File: src/rtl/pwm_tmb_pkg.sv
package pwm_tmb_pkg;
  localparam int ADDR_W = 3;
  localparam logic [ADDR_W-1:0] A_PRE_LO   = 3'd0;
  localparam logic [ADDR_W-1:0] A_PRE_HI   = 3'd1;
  localparam logic [ADDR_W-1:0] A_TERM     = 3'd2;
  localparam logic [ADDR_W-1:0] A_TERM_EXT = 3'd3;
  localparam logic [ADDR_W-1:0] A_CTRL     = 3'd4;
  localparam int CTRL_SRC_BIT = 0;
  localparam int CTRL_RUN_BIT = 1;
endpackage

File: src/rtl/tmb_regs.sv
module tmb_regs
  import pwm_tmb_pkg::*;
#(
  parameter int PRE_W = 16,
  parameter int CT_W  = 8,
  parameter int EXT_W = 2,
  parameter bit HAS_EXT = 1'b1,
  parameter logic [EXT_W-1:0] EXT_RST = {EXT_W{1'b1}}
) (
  input  logic                  clk,
  input  logic                  rst_n,
  input  logic                  wr_en,
  input  logic [ADDR_W-1:0]     wr_addr,
  input  logic [7:0]            wr_data,
  output logic [PRE_W-1:0]      pre_val,
  output logic [CT_W+EXT_W-1:0] term_val,
  output logic                  fast_sel,
  output logic                  run
);
  localparam int HI_W = PRE_W - 8;

  logic [CT_W-1:0]  term_lo;
  logic [EXT_W-1:0] term_ext;

  always_ff @(posedge clk) begin
    if (!rst_n) begin
      pre_val  <= '0;
      term_lo  <= '1;
      fast_sel <= 1'b0;
      run      <= 1'b0;
    end else if (wr_en) begin
      case (wr_addr)
        A_PRE_LO: pre_val[7:0]       <= wr_data;
        A_PRE_HI: pre_val[PRE_W-1:8] <= wr_data[HI_W-1:0];
        A_TERM:   term_lo            <= wr_data[CT_W-1:0];
        A_CTRL: begin
          fast_sel <= wr_data[CTRL_SRC_BIT];
          run      <= wr_data[CTRL_RUN_BIT];
        end
        default: ;
      endcase
    end
  end

  generate
    if (HAS_EXT) begin : g_ext
      always_ff @(posedge clk) begin
        if (!rst_n)
          term_ext <= EXT_RST;
        else if (wr_en && wr_addr == A_TERM_EXT)
          term_ext <= wr_data[EXT_W-1:0];
      end
    end else begin : g_no_ext
      assign term_ext = '0;
    end
  endgenerate

  assign term_val = {term_ext, term_lo};
endmodule

File: src/rtl/tmb_prescaler.sv
module tmb_prescaler #(
  parameter int W = 16
) (
  input  logic         clk,
  input  logic         rst_n,
  input  logic         run,
  input  logic         tick,
  input  logic [W-1:0] limit,
  output logic         step
);
  logic [W-1:0] cnt;
  logic         at_end;

  assign at_end = (cnt == limit);
  assign step   = run && tick && at_end;

  always_ff @(posedge clk) begin
    if (!rst_n || !run)
      cnt <= '0;
    else if (tick)
      cnt <= at_end ? '0 : cnt + W'(1);
  end
endmodule

File: src/rtl/tmb_cycle_timer.sv
module tmb_cycle_timer #(
  parameter int W = 10
) (
  input  logic         clk,
  input  logic         rst_n,
  input  logic         run,
  input  logic         step,
  input  logic [W-1:0] limit,
  output logic [W-1:0] count,
  output logic         wrap,
  output logic         strobe
);
  assign wrap = step && (count == limit);

  always_ff @(posedge clk) begin
    if (!rst_n || !run) begin
      count  <= '0;
      strobe <= 1'b0;
    end else begin
      strobe <= wrap;
      if (step)
        count <= wrap ? '0 : count + W'(1);
    end
  end
endmodule

File: src/rtl/pwm_timebase.sv
module pwm_timebase
  import pwm_tmb_pkg::*;
#(
  parameter int PRE_W = 16,
  parameter int CT_W  = 8,
  parameter int EXT_W = 2,
  parameter bit HAS_EXT = 1'b1,
  parameter logic [EXT_W-1:0] EXT_RST = {EXT_W{1'b1}}
) (
  input  logic                  clk,
  input  logic                  rst_n,
  input  logic                  fast_tick,
  input  logic                  slow_tick,
  input  logic                  wr_en,
  input  logic [2:0]            wr_addr,
  input  logic [7:0]            wr_data,
  output logic [CT_W+EXT_W-1:0] count,
  output logic                  period_start
);
  localparam int CNT_W = CT_W + EXT_W;
  localparam logic [EXT_W-1:0] EXT_INIT = HAS_EXT ? EXT_RST : '0;
  localparam logic [CNT_W-1:0] TERM_RST = {EXT_INIT, {CT_W{1'b1}}};

  logic [PRE_W-1:0] sh_pre, act_pre;
  logic [CNT_W-1:0] sh_term, act_term;
  logic             fast_sel, run, tick, step, wrap;

  tmb_regs #(
    .PRE_W(PRE_W), .CT_W(CT_W), .EXT_W(EXT_W),
    .HAS_EXT(HAS_EXT), .EXT_RST(EXT_RST)
  ) u_regs (
    .clk(clk), .rst_n(rst_n), .wr_en(wr_en), .wr_addr(wr_addr),
    .wr_data(wr_data), .pre_val(sh_pre), .term_val(sh_term),
    .fast_sel(fast_sel), .run(run)
  );

  assign tick = fast_sel ? fast_tick : slow_tick;

  // Shadow to active: immediately while stopped, else only at a wrap.
  always_ff @(posedge clk) begin
    if (!rst_n) begin
      act_pre  <= '0;
      act_term <= TERM_RST;
    end else if (!run || wrap) begin
      act_pre  <= sh_pre;
      act_term <= sh_term;
    end
  end

  tmb_prescaler #(.W(PRE_W)) u_pre (
    .clk(clk), .rst_n(rst_n), .run(run), .tick(tick),
    .limit(act_pre), .step(step)
  );

  tmb_cycle_timer #(.W(CNT_W)) u_ct (
    .clk(clk), .rst_n(rst_n), .run(run), .step(step),
    .limit(act_term), .count(count), .wrap(wrap), .strobe(period_start)
  );
endmodule

File: config.mk
export PLATFORM = sky130hd
export DESIGN_NAME = pwm_timebase
export DESIGN_NICKNAME = d
export VERILOG_FILES = /design/src/rtl/pwm_tmb_pkg.sv /design/src/rtl/tmb_regs.sv /design/src/rtl/tmb_prescaler.sv /design/src/rtl/tmb_cycle_timer.sv /design/src/rtl/pwm_timebase.sv
export SDC_FILE = /design/constraint.sdc
export NUM_CORES = 1
export LEC_CHECK = 0
export BUFFER_PORTS_ARGS = -buffer_cell sky130_fd_sc_hd__buf_2
export CAP_MARGIN = 10
export CORE_ASPECT_RATIO = 0.6
export CORE_UTILIZATION = 30
export CTS_CLUSTER_DIAMETER = 200
export DETAILED_ROUTE_END_ITERATION = 8
export PLACE_DENSITY = 0.52
export SLEW_MARGIN = 0
export SYNTH_ARGS = -nofsm -noshare
export SYNTH_HDL_FRONTEND = slang
export SYNTH_SLANG_ARGS = --single-unit
File: constraint.sdc
create_clock -name clk -period 2.55 [get_ports clk]
set_input_delay 0.1275 -clock clk [delete_from_list [all_inputs] [get_ports clk]]
set_output_delay 0.1275 -clock clk [all_outputs]
set_load 0.01 [all_outputs]
-- Yosys cells after proc, flatten, opt, wreduce, memory -nomap -nowiden
Index checks and enable logic that the tools add are counted.
- ROM bits: 0
- output and inout bits: 11
- bits in latches: 0
- bits in writable memories: 0
- memories kept: 0
- register bits: 81
- input bits: 16
- $mul: 0
- equal/unequal tests: 6
- muxes and demuxes: 3
- add/sub/neg operators: 2
- bitwise logic cells: 0
- divide/modulo/power cells: 0
- shifts and indexed selects: 0
- magnitude comparators: 0
- reductions and logical operators: 13
- operator list (operator ; number):
    adder 16 x 1 -> 16 bit, second input constant ; 1
    == test 16 bit ; 1
    2-to-1 mux 16 bit ; 1
    adder 10 x 1 -> 10 bit, second input constant ; 1
    == test 10 bit ; 1
    2-to-1 mux 10 bit ; 1
    AND reduction 2 bit ; 4
    == test 3 x 2 -> 1 bit, second input constant ; 2
    logical AND 1 bit ; 4
    == test 3 x 1 -> 1 bit, second input constant ; 1
    == test 3 bit, second input constant ; 1
    logical NOT 3 bit ; 1
    logical NOT 1 bit ; 2
    logical OR 1 bit ; 2
    2-to-1 mux 1 bit ; 1

-- Logic depth before layout (Yosys ltp)
Gate-level depths: netlist of run 1.
- word-level depth: 5
- depth in mapped cells: 8
- mapped depth without buffers: 6

-- Cells and area by module
Synthesis of run 1 repeated with hierarchy kept, for this count alone.
- cell total of the unflattened synthesis: 401
- area, all modules: 3940.0 um^2
- by module, submodules not included (module ; cells each ; times used ; area each (um^2)):
    tmb_regs ; 113 ; 1 ; 1169.9
    pwm_timebase ; 116 ; 1 ; 1139.8
    tmb_prescaler ; 102 ; 1 ; 977.2
    tmb_cycle_timer ; 70 ; 1 ; 653.1

-- Worst setup path before layout of run 1
No wires, ideal clock.
- path type: register -> register
- start: reg u_pre.cnt[4]
- end: reg act_term[2]
- arrival time: 1778 ps
- buffers on the path: 2
- stages on the path, launching flop included: 9
- period minus slack after synthesis: 1907 ps
- setup time: 129 ps
- required time: 2421 ps
- setup slack: 643 ps
- path through: dfxtp_1 buf_6 xor2_1 nor4_2 nand2_1 o31ai_4 buf_4 mux2i_1 nand2_1
- word-level cells in the longest chain between the ends: 4
- RTL lines (item ; RTL line ; RTL):
    from (decl) ; tmb_prescaler.sv:11 ; logic [W-1:0] cnt;
    from (signal assigned) ; tmb_prescaler.sv:21 ; cnt <= at_end ? '0 : cnt + W'(1);
    == test 16 bit ; tmb_prescaler.sv:14 ; assign at_end = (cnt == limit);
    logical AND 1 bit ; tmb_prescaler.sv:15 ; assign step = run && tick && at_end;
    logical AND 1 bit ; tmb_cycle_timer.sv:13 ; assign wrap = step && (count == limit);
    logical OR 1 bit ; pwm_timebase.sv:44 ; end else if (!run || wrap) begin
    to (signal assigned) ; pwm_timebase.sv:46 ; act_term <= sh_term;
    to (decl) ; pwm_timebase.sv:25 ; logic [CNT_W-1:0] sh_term, act_term;
Every way passes these cells.
A chain may end at the register's enable or synchronous reset.

-- Final worst setup path of run 1
- start: reg u_pre.cnt[1]
- end: reg u_ct.count[9]
- word-level cells in the longest chain between the ends: 4
- RTL lines (item ; RTL line ; RTL):
    == test 16 bit (*) ; tmb_prescaler.sv:14 ;
    logical AND 1 bit (*) ; tmb_prescaler.sv:15 ;
    logical AND 1 bit ; tmb_cycle_timer.sv:13 ;
    2-to-1 mux 10 bit ; tmb_cycle_timer.sv:22 ; count <= wrap ? '0 : count + W'(1);
    to (signal assigned) ; tmb_cycle_timer.sv:22 ;
    to (decl) ; tmb_cycle_timer.sv:9 ; output logic [W-1:0] count,
Mark *: on every way between the ends. The rest lies on a longest branch, timed or not.

==> results of run 1 <==
## through the flow
stage	power (mW)	cell area (um^2)	cells	util	hold slack, ps
after global placement	1.43	3790	567	0.334	384
final	2.64	4060	581	0.358	42.8
after detailed placement	1.44	3790	567	0.334	383
after global routing	2.74	4060	581	0.358	62.0
after CTS	2.67	4060	581	0.358	37.9
after floorplan	1.39	3490	394	-	252
## kinds of logic (layout without fill, tap and decap cells)
logic type	Yosys count	after routing	share of synthesized area
XOR/XNOR	43	43	0.108
multiplexers	25	25	0.0720
flip-flops	81	81	0.464
AO/OA/AOI/OAI	40	40	0.0723
AND/OR/NAND/NOR	183	183	0.251
adder cells (fa/ha/maj)	2	2	0.00716
buffers and inverters	20	47	0.0261
## worst paths after layout
kind                            end  cells after the start    startpoint
setup / recovery      u_ct.count[9]                      6  u_pre.cnt[1]
hold / removal    u_regs.term_lo[3]                      3    wr_data[3]
setup reg to reg      u_ct.count[9]                      6  u_pre.cnt[1]
hold reg to reg         act_pre[14]                      2   act_pre[14]
## flip-flops by register name, indices dropped and copies added (netlist names), 2 cells and up
signal           cells
u_ct.count          10
u_pre.cnt           16
u_regs.pre_val      16
u_regs.term_lo       8
u_regs.term_ext      2
act_pre             16
act_term            10
## area by class of cell
type,count,share of cell area
Clock buffer,11,0.0573
Inverter,3,0.00277
Clock inverter,3,0.0108
Sequential cell,81,0.399
Tap cell,160,0.0493
Timing Repair Buffer,30,0.0425
Multi-Input combinational cell,293,0.438
## critical path, cell delays in order (launching register included)
cell	delay (ps)
dfxtp_1	440
xor2_1	100
nor4_1	380
and2_2	270
nand3_4	150
or4_4	560
a21oi_2	140
## power groups by stage
stage                     logic, mW  registers, mW  clock network, mW
final                         0.110           1.30               1.24
after global routing          0.123           1.30               1.32
after CTS                     0.111           1.30               1.26
after detailed placement      0.110           1.33                  0
after global placement        0.109           1.33                  0
after floorplan              0.0758           1.32                  0
## Yosys cell counts, drive strengths merged, types with 3 or more instances
| library cell | count | area (um^2) |
|---|---|---|
| nand4 | 7 | 43.8 |
| dfxtp | 81 | 1620 |
| a21boi | 8 | 60.1 |
| xnor2 | 12 | 105 |
| or3 | 4 | 25.0 |
| or4 | 4 | 33.8 |
| xor2 | 31 | 272 |
| inv | 3 | 11.3 |
| buf | 6 | 38.8 |
| clkbuf | 11 | 41.3 |
| mux2i | 24 | 240 |
| and3 | 5 | 32.5 |
| nand3 | 37 | 198 |
| nor2 | 30 | 113 |
| nor2b | 11 | 68.8 |
| o31ai | 5 | 51.3 |
| nor4 | 6 | 50.0 |
| o21ai | 19 | 95.1 |
| a21oi | 7 | 38.8 |
| nand2 | 74 | 278 |
## per-layer routing
layer	GRT usage	vias up	share of wire
met3	0.0396	8	0.058
met5	0	-	0
li1	-	1383	-
met1	0.237	1248	0.58
met2	0.182	70	0.36
met4	0.0435	0	0.0090
==> results.md, run 1 <==
* Post_cts resized at 0
* Area taken by multi-input logic gates at 1780 um^2
* Initial core utilization at 0.308
* Clock power frac at 0.467
* Avg WL per Cell at 14.1 um
* Critical Path Sink Type: flip-flop
* Ratio of cells with drive above 1 in the final layout at 0.124
* Clk root buf: clkbuf_16
* Post-synth top flop: dfxtp_1
* Gate power share at 0.042
* Die H at around 86 um
* FF/Latch Area at 1620 um^2
* Antenna violations before repair at 0
* Sw power at around 570 uW
* Syn-to-layout area delta at 16.3%
* DRC viols at 0
* Largest net degree at the start of global routing at 43
* Part of the power in registers at 0.491
* Crit start category: flip-flop
* Slew @ Worst Pin at 559 ps
* Final-report hold violation count at 0
* VDD IR-drop max at 0.322 mV
* First-pass GRT wire length at 13,600 um
* Internal at between 2 and 2.5 mW
* Post-synth EDFFs at 0
* Total of max-cap violations at 0
* H-tree Lvls at 3
* Fin Setup TNS at 0 ps
* Kind of critical path: reg2reg
* Post-Syn Area at 3490 um^2
* Switch share at 0.215
* GR Overflow Total at 0
* First-pass DRT Iterations at 5
* Total Routing Usage GR at 0.148
* Place WS at about 480 ps
* # IOs at 27
* Reg2reg setup slack at 430 ps
* Via count at 2,709
* Period utilization at 0.830
* Min-delay worst type: in2reg
* Async SR Flop Fraction at 0
* RSZ-0062 raised after global routing: false
* Seq/Total Area, Yosys at 0.464
* Yosys warns at 0
* Cts hold-fix bufs at 0
* Final Max Tran Viols at 0
* Die area at approximately 12,000 um^2
* Vias in the first global route at 2,507
* Final setup fails at 0
* Synth Register Bits at 81
* Final ANT Viol Nets at 0
* Syn nets at approximately 400
* TritonCTS clock tree: yes
* Row count at 30
* Gpl congestion at 0.801
* Pleak at 1.54 nW
* Total Wirelength at 8220 um
* Synth unique cells at 37
* Crit path required time at 2810 ps
* Ant. Diodes at 0
* Hpwl dp at 6010 um
* Post-layout nets at 436
* Layout fillers at 1,190
* Commonest non-fill, non-tap cell in the layout: dfxtp_1
* Relative slew margins at 0.627
* Clk_lat worst skew at 330 ps
* Post-Synthesis Cells at 394
* Status: finished, final reports clean
* Port Buffers at 26
* Die W at 141 um
* CP arrival at 2370 ps
* Core ar. at 11,300 um^2
* Max Freq at around 470 MHz
* CTS max path bufs at 2
* Pwr/cell area at roughly 650 nW/um^2
* Crit Path Max Fanout at 10
* Vias per cell at 4.66
* Commonest non-fill, non-tap cells in the layout: dfxtp_1, nand2_1, nand3_1
* Avg Cell Area, Syn at 8.87 um^2
* Post-route minimum period at 2120 ps
* Final clock skew at 4.12 ps
* Worst-path clk slew at about 60 ps
* # clock sinks at slightly above 80
* Starting DRC count in detailed routing at 225
* Setup ws final at 435 ps
* Post-CTS Setup Repair Bufs at 0
* CTS Buf Count at 9
No activity file was read; power rests on OpenSTA's default activity.
==> run 2: changes to the inputs <==
- clock period: 2.55 -> 2.1 ns (I/O delays scaled with it)
==> run 2 against run 1 <==
  * Fmax is 4.3% higher
  * Worst hold slack got worse by 19 ps
  * Routed wire length grew 7.3%
==> results.md, run 2 (synthesis gave the netlist of run 1 again) <==
* Status: finished, final reports clean (unchanged)
* Gpl congestion at 0.835 (was 0.801)
* Cts hold-fix bufs at 0 (unchanged)
* Worst-path clk slew at 60 ps (about the same)
* Final-report hold violation count at 0 (unchanged)
* Vias per cell at 4.60 (was 4.66)
* Port Buffers at 26 (unchanged)
* Hold WS at 24.1 ps (was 42.8 ps)
* Critical Path Sink Type: flip-flop (unchanged)
* Core ar. at 11,300 um^2 (unchanged)
* Vias in the first global route at 2,655 (was 2,507)
* Die W at 141 um (unchanged)
* FF/Latch Area at 1630 um^2 (was 1620 um^2)
* Final instance area at 4340 um^2 (was 4060 um^2)
* Avg WL per Cell at 14.6 um (was 14.1 um)
* Post-layout nets at 457 (was 436)
* Initial core utilization at 0.308 (unchanged)
* CTS Buf Count at 9 (unchanged)
* Final ANT Viol Nets at 0 (unchanged)
* Crit-path slowest cell: or3_4 (was or4_4)
* Top Registers: act_pre (16), u_pre.cnt (16), u_regs.pre_val (16) (unchanged)
* Antenna violations before repair at 0 (unchanged)
* Relative slew margins at 0.687 (was 0.627)
* Ant. Diodes at 0 (unchanged)
* Buf/Inv on CP at 0 (unchanged)
* DRC viols at 0 (unchanged)
* Total Wirelength at 8820 um (was 8220 um)
* Slew @ Worst Pin at 468 ps (was 559 ps)
* GR Overflow Total at 0 (unchanged)
* Post-route minimum period at 2030 ps (was 2120 ps)
* Clk_lat worst skew at 340 ps (was 330 ps)
* TritonCTS clock tree: yes (unchanged)
* Pwr/cell area at 795 nW/um^2 (was 650 nW/um^2)
* Final Max Tran Viols at 0 (unchanged)
* RSZ-0062 raised after global routing: true (was false)
* Clk root buf: clkbuf_16 (unchanged)
* Kind of critical path: reg2reg (unchanged)
* Crit path required time at 2360 ps (was 2810 ps)
* Starting DRC count in detailed routing at 172 (was 225)
* Layout fillers at 1,167 (was 1,190)
* Commonest non-fill, non-tap cell in the layout: dfxtp_1 (unchanged)
* Pleak at 1.70 nW (was 1.54 nW)
* Crit-path cells: xor2_1, nor4_2, and3_4, nand4_1, or3_4, a21oi_2 (was xor2_1, nor4_1, and2_2, nand3_4, or4_4, a21oi_2)
* Max stage delay on crit path at 470 ps (was 560 ps)
* Total Routing Usage GR at 0.155 (was 0.148)
* First-pass DRT Iterations at 4 (was 5)
* First-pass GRT wire length at 14,200 um (was 13,600 um)
* Min-delay worst type: in2reg (unchanged)
* Die area at 12,100 um^2 (unchanged)
* Largest net degree at the start of global routing at 43 (unchanged)
* # clock sinks at 81 (unchanged)
* Row count at 30 (unchanged)
* Via count at 2,772 (was 2,709)
* Syn-to-layout area delta at 24.2% (was 16.3%)
* Commonest non-fill, non-tap cells in the layout: dfxtp_1, nand2_1, nand3_1 (unchanged)
* Crit Path Max Fanout at 7 (was 10)
* Total of max-cap violations at 0 (unchanged)
* Die H at 85.6 um (unchanged)
* Max Freq at 493 MHz (was 473 MHz)
* VDD IR-drop max at 0.400 mV (was 0.322 mV)
* CP arrival at 2290 ps (was 2370 ps)
* Crit start category: flip-flop (unchanged)
* Ratio of cells with drive above 1 in the final layout at 0.194 (was 0.124)
* H-tree Lvls at 3 (unchanged)
* Placed Area at 3910 um^2 (was 3790 um^2)
* Final clock skew at 4.67 ps (was 4.12 ps)
* Area taken by multi-input logic gates at 1810 um^2 (was 1780 um^2)
* # IOs at 27 (unchanged)
* Period utilization at 0.966 (was 0.830)
* Final setup fails at 0 (unchanged)
* Hpwl dp at 6480 um (was 6010 um)
* Crit path max-delay family: simple AND/OR/NAND/NOR gates (unchanged)
* CTS max path bufs at 2 (unchanged)
run 2: cell types whose count changed in the layout (fill, tap and decap cells not counted), moves of 2 or more:
cell,previous run,this run
buf_4,3,22
nand3_2,0,2
dfxtp_2,0,6
clkbuf_8,0,3
dfxtp_1,81,75
nand3_1,36,34
run 2: what timing repair did:
action	CTS	global route
gates resized for setup	0	12
setup endpoints to repair	0	20
buffers inserted	0	5
run 2: power breakdown:
| group | internal, mW | switching, mW | total, mW |
|---|---|---|---|
| Clock | 1.13 | 0.596 | 1.73 |
| Combinational | 0.0634 | 0.0859 | 0.149 |
| Sequential | 1.56 | 0.0164 | 1.57 |
| Total | 2.75 | 0.698 | 3.45 |
run 2: layout make-up:
type | instances | area share
clock inverter | 2 | 0.0138
inverter | 3 | 0.00259
clock buffer | 13 | 0.0622
multi-input combinational | 293 | 0.417
timing repair buffer | 51 | 0.0830
tap | 160 | 0.0461
sequential | 81 | 0.375
run 2: final timing paths:
path	endpoint	slack, ps	cells after the start	start
worst min-delay path	u_regs.term_lo[4]	20	3	wr_data[4]
worst max register to register	u_ct.count[6]	70	6	u_pre.cnt[14]
worst max-delay path	u_ct.count[6]	70	6	u_pre.cnt[14]
worst min register to register	act_pre[7]	450	2	u_regs.pre_val[7]
run 2: through the flow:
stage               cells  utilization  total power, mW  setup WS, ps  TNS, ps
floorplan             394            -             1.69           193        0
global placement      582        0.345             1.75           130        0
detailed placement    582        0.345             1.75           101        0
CTS                   597        0.374             3.48          80.6        0
global route          603        0.383             3.57         -27.2    -27.2
finish                603        0.383             3.45          71.3        0
run 2: tightest hold or removal path, stage by stage:
cell and delay, ps:
buf_2 100, nand2_1 50, nand3_1 70
run 2: routing by layer:
metal,routed length (um),part of all wire,track usage,vias to the layer above
met2,3080,0.35,0.191,55
met4,128,0.015,0.0534,0
met3,618,0.070,0.0508,10
li1,-,-,-,1436
met5,0,0,0,-
met1,4990,0.57,0.241,1271
==> run 3: changes to the inputs <==
- RECOVER_POWER: unset -> 100
==> run 3 against run 2 <==
  * Die area unchanged
  * Register-to-register slack barely moved
  * Utilization about the same
==> results.md, run 3 (synthesis gave the netlist of run 1 again) <==
* First-pass DRT Iterations at 4 (unchanged)
* Post-layout nets at 457 (unchanged)
* Starting DRC count in detailed routing at 169 (was 172)
* TritonCTS clock tree: yes (unchanged)
* Setup ws final at 71.0 ps (was 71.3 ps)
* Part of the power in registers at 0.456 (about the same)
* Gate power share at 0.043 (about the same)
* # clock sinks at 81 (unchanged)
* Core ar. at 11,300 um^2 (unchanged)
* Status: finished, final reports clean (unchanged)
* CTS max path bufs at 2 (unchanged)
* Die W at 141 um (unchanged)
* Row count at 30 (unchanged)
* Initial core utilization at 0.308 (unchanged)
* Gpl congestion at 0.835 (unchanged)
* Kind of critical path: reg2reg (unchanged)
* Crit path required time at 2360 ps (about the same)
* Power consumption at 3.45 mW (about the same)
* Final Max Tran Viols at 0 (unchanged)
* GR Overflow Total at 0 (unchanged)
* Worst-path clk slew at 60 ps (about the same)
* Post-route minimum period at 2030 ps (about the same)
* Clk root buf: clkbuf_16 (unchanged)
* Slew @ Worst Pin at 651 ps (was 468 ps)
* H-tree Lvls at 3 (unchanged)
* Switch share at 0.202 (about the same)
* Commonest non-fill, non-tap cell in the layout: dfxtp_1 (unchanged)
* Sw power at 697 uW (was 698 uW)
* # IOs at 27 (unchanged)
* Placed cell count at 582 (unchanged)
* Met3 Wirelength at 492 um (was 618 um)
* Relative slew margins at 0.566 (was 0.687)
* Crit Path Max Fanout at 7 (unchanged)
* Min-delay src: wr_data[4] (unchanged)
* FF-to-FF Start: u_pre.cnt[14] (unchanged)
* Max Freq at 493 MHz (about the same)
* Pleak at 1.69 nW (was 1.70 nW)
* Largest net degree at the start of global routing at 43 (unchanged)
* Ant. Diodes at 0 (unchanged)
* Internal at 2.75 mW (about the same)
* Total of max-cap violations at 0 (unchanged)
* Final-report hold violation count at 0 (unchanged)
* Crit path launch: u_pre.cnt[14] (unchanged)
* Final ANT Viol Nets at 0 (unchanged)
* Antenna violations before repair at 0 (unchanged)
* Fin Setup TNS at 0 ps (unchanged)
* Layout fillers at 1,170 (was 1,167)
* Clock power frac at 0.500 (was 0.501)
* Period utilization at 0.966 (about the same)
* Pwr/cell area at 796 nW/um^2 (was 795 nW/um^2)
* Vias in the first global route at 2,655 (unchanged)
* Via count at 2,769 (was 2,772)
* Total Wirelength at 8810 um (was 8820 um)
* Cts hold-fix bufs at 0 (unchanged)
* Crit start category: flip-flop (unchanged)
* Syn-to-layout area delta at 24.1% (was 24.2%)
* Top Registers: act_pre (16), u_pre.cnt (16), u_regs.pre_val (16) (unchanged)
* Total Routing Usage GR at 0.155 (unchanged)
* Wire length on met2 at 3090 um (was 3080 um)
* Avg WL per Cell at 14.6 um (about the same)
* CP arrival at 2290 ps (about the same)
* Critical Path Sink Type: flip-flop (unchanged)
* Clk_lat worst skew at 340 ps (about the same)
* Ratio of cells with drive above 1 in the final layout at 0.190 (was 0.194)
* First-pass GRT wire length at 14,200 um (unchanged)
* Min-delay worst type: in2reg (unchanged)
* Place WS at 101 ps (unchanged)
* RSZ-0062 raised after global routing: true (unchanged)
* Hpwl dp at 6480 um (unchanged)
* Final setup fails at 0 (unchanged)
* Finished Core Util at 0.383 (about the same)
* VDD IR-drop max at 0.400 mV (about the same)
* M1 WL at 5100 um (was 4990 um)
* DRC viols at 0 (unchanged)
* CTS Buf Count at 9 (unchanged)
* Commonest non-fill, non-tap cells in the layout: dfxtp_1, nand2_1, nand3_1 (unchanged)
* Top sig layer: met4 (unchanged)
* Final clock skew at 4.67 ps (about the same)
* Finished Layout Cells at 603 (unchanged)
* Die H at 85.6 um (unchanged)
* Die area at 12,100 um^2 (unchanged)
* Port Buffers at 26 (unchanged)
* Vias per cell at 4.59 (was 4.60)
[run 3: changes by cell type in the layout (fill, tap and decap cells not counted)]
cell,before,now
clkbuf_1,1,3
buf_4,22,21
buf_2,26,25
[run 3: per-layer routing]
metal	up-vias	track usage
met3	10	0.0508
met2	47	0.191
met5	-	0
met1	1275	0.241
met4	0	0.0534
li1	1437	-
[run 3: worst paths after layout]
path / cells past startpoint / slack (ps) / end
max: 6 / 70 / u_ct.count[6]
min: 3 / 20 / u_regs.term_lo[4]
max reg2reg: 6 / 70 / u_ct.count[6]
min reg2reg: 2 / 450 / act_pre[7]
[run 3: what timing repair did]
item,CTS,global route
setup endpoints to repair,0,20
resized for setup,0,12
setup buffers,0,5
[run 3: final cells by class]
class                           count  area, um^2  area share
Multi-Input combinational cell    293        1810       0.417
Clock inverter                      2        60.1      0.0138
Tap cell                          160         200      0.0462
Clock buffer                       13         270      0.0623
Timing Repair Buffer               51         355      0.0819
Sequential cell                    81        1630       0.376
Inverter                            3        11.3     0.00260
[run 3: worst max-delay path, cell delays in order, from the launching register on]
cell and delay [ps]:
dfxtp_2 330, xor2_1 170, nor4_2 330, and3_4 270, nand4_1 260, or3_4 470
a21oi_2 120
[run 3: per-stage QoR]
step | hold WS, ps | instance area, um^2
after floorplan | 229 | 3490
after global placement | 361 | 3910
after detailed placement | 372 | 3910
after CTS | 18.3 | 4240
after global routing | 41.4 | 4340
final | 24.1 | 4340
[run 3: power groups by stage]
stage	Clock, mW	Sequential (mW)	Combinational (mW)
3_3_place_gp	0	1.61	0.138
3_5_place_dp	0	1.61	0.141
4_1_cts	1.77	1.57	0.142
2_1_floorplan	0	1.60	0.0921
5_1_grt	1.82	1.58	0.165
6_report	1.73	1.57	0.149
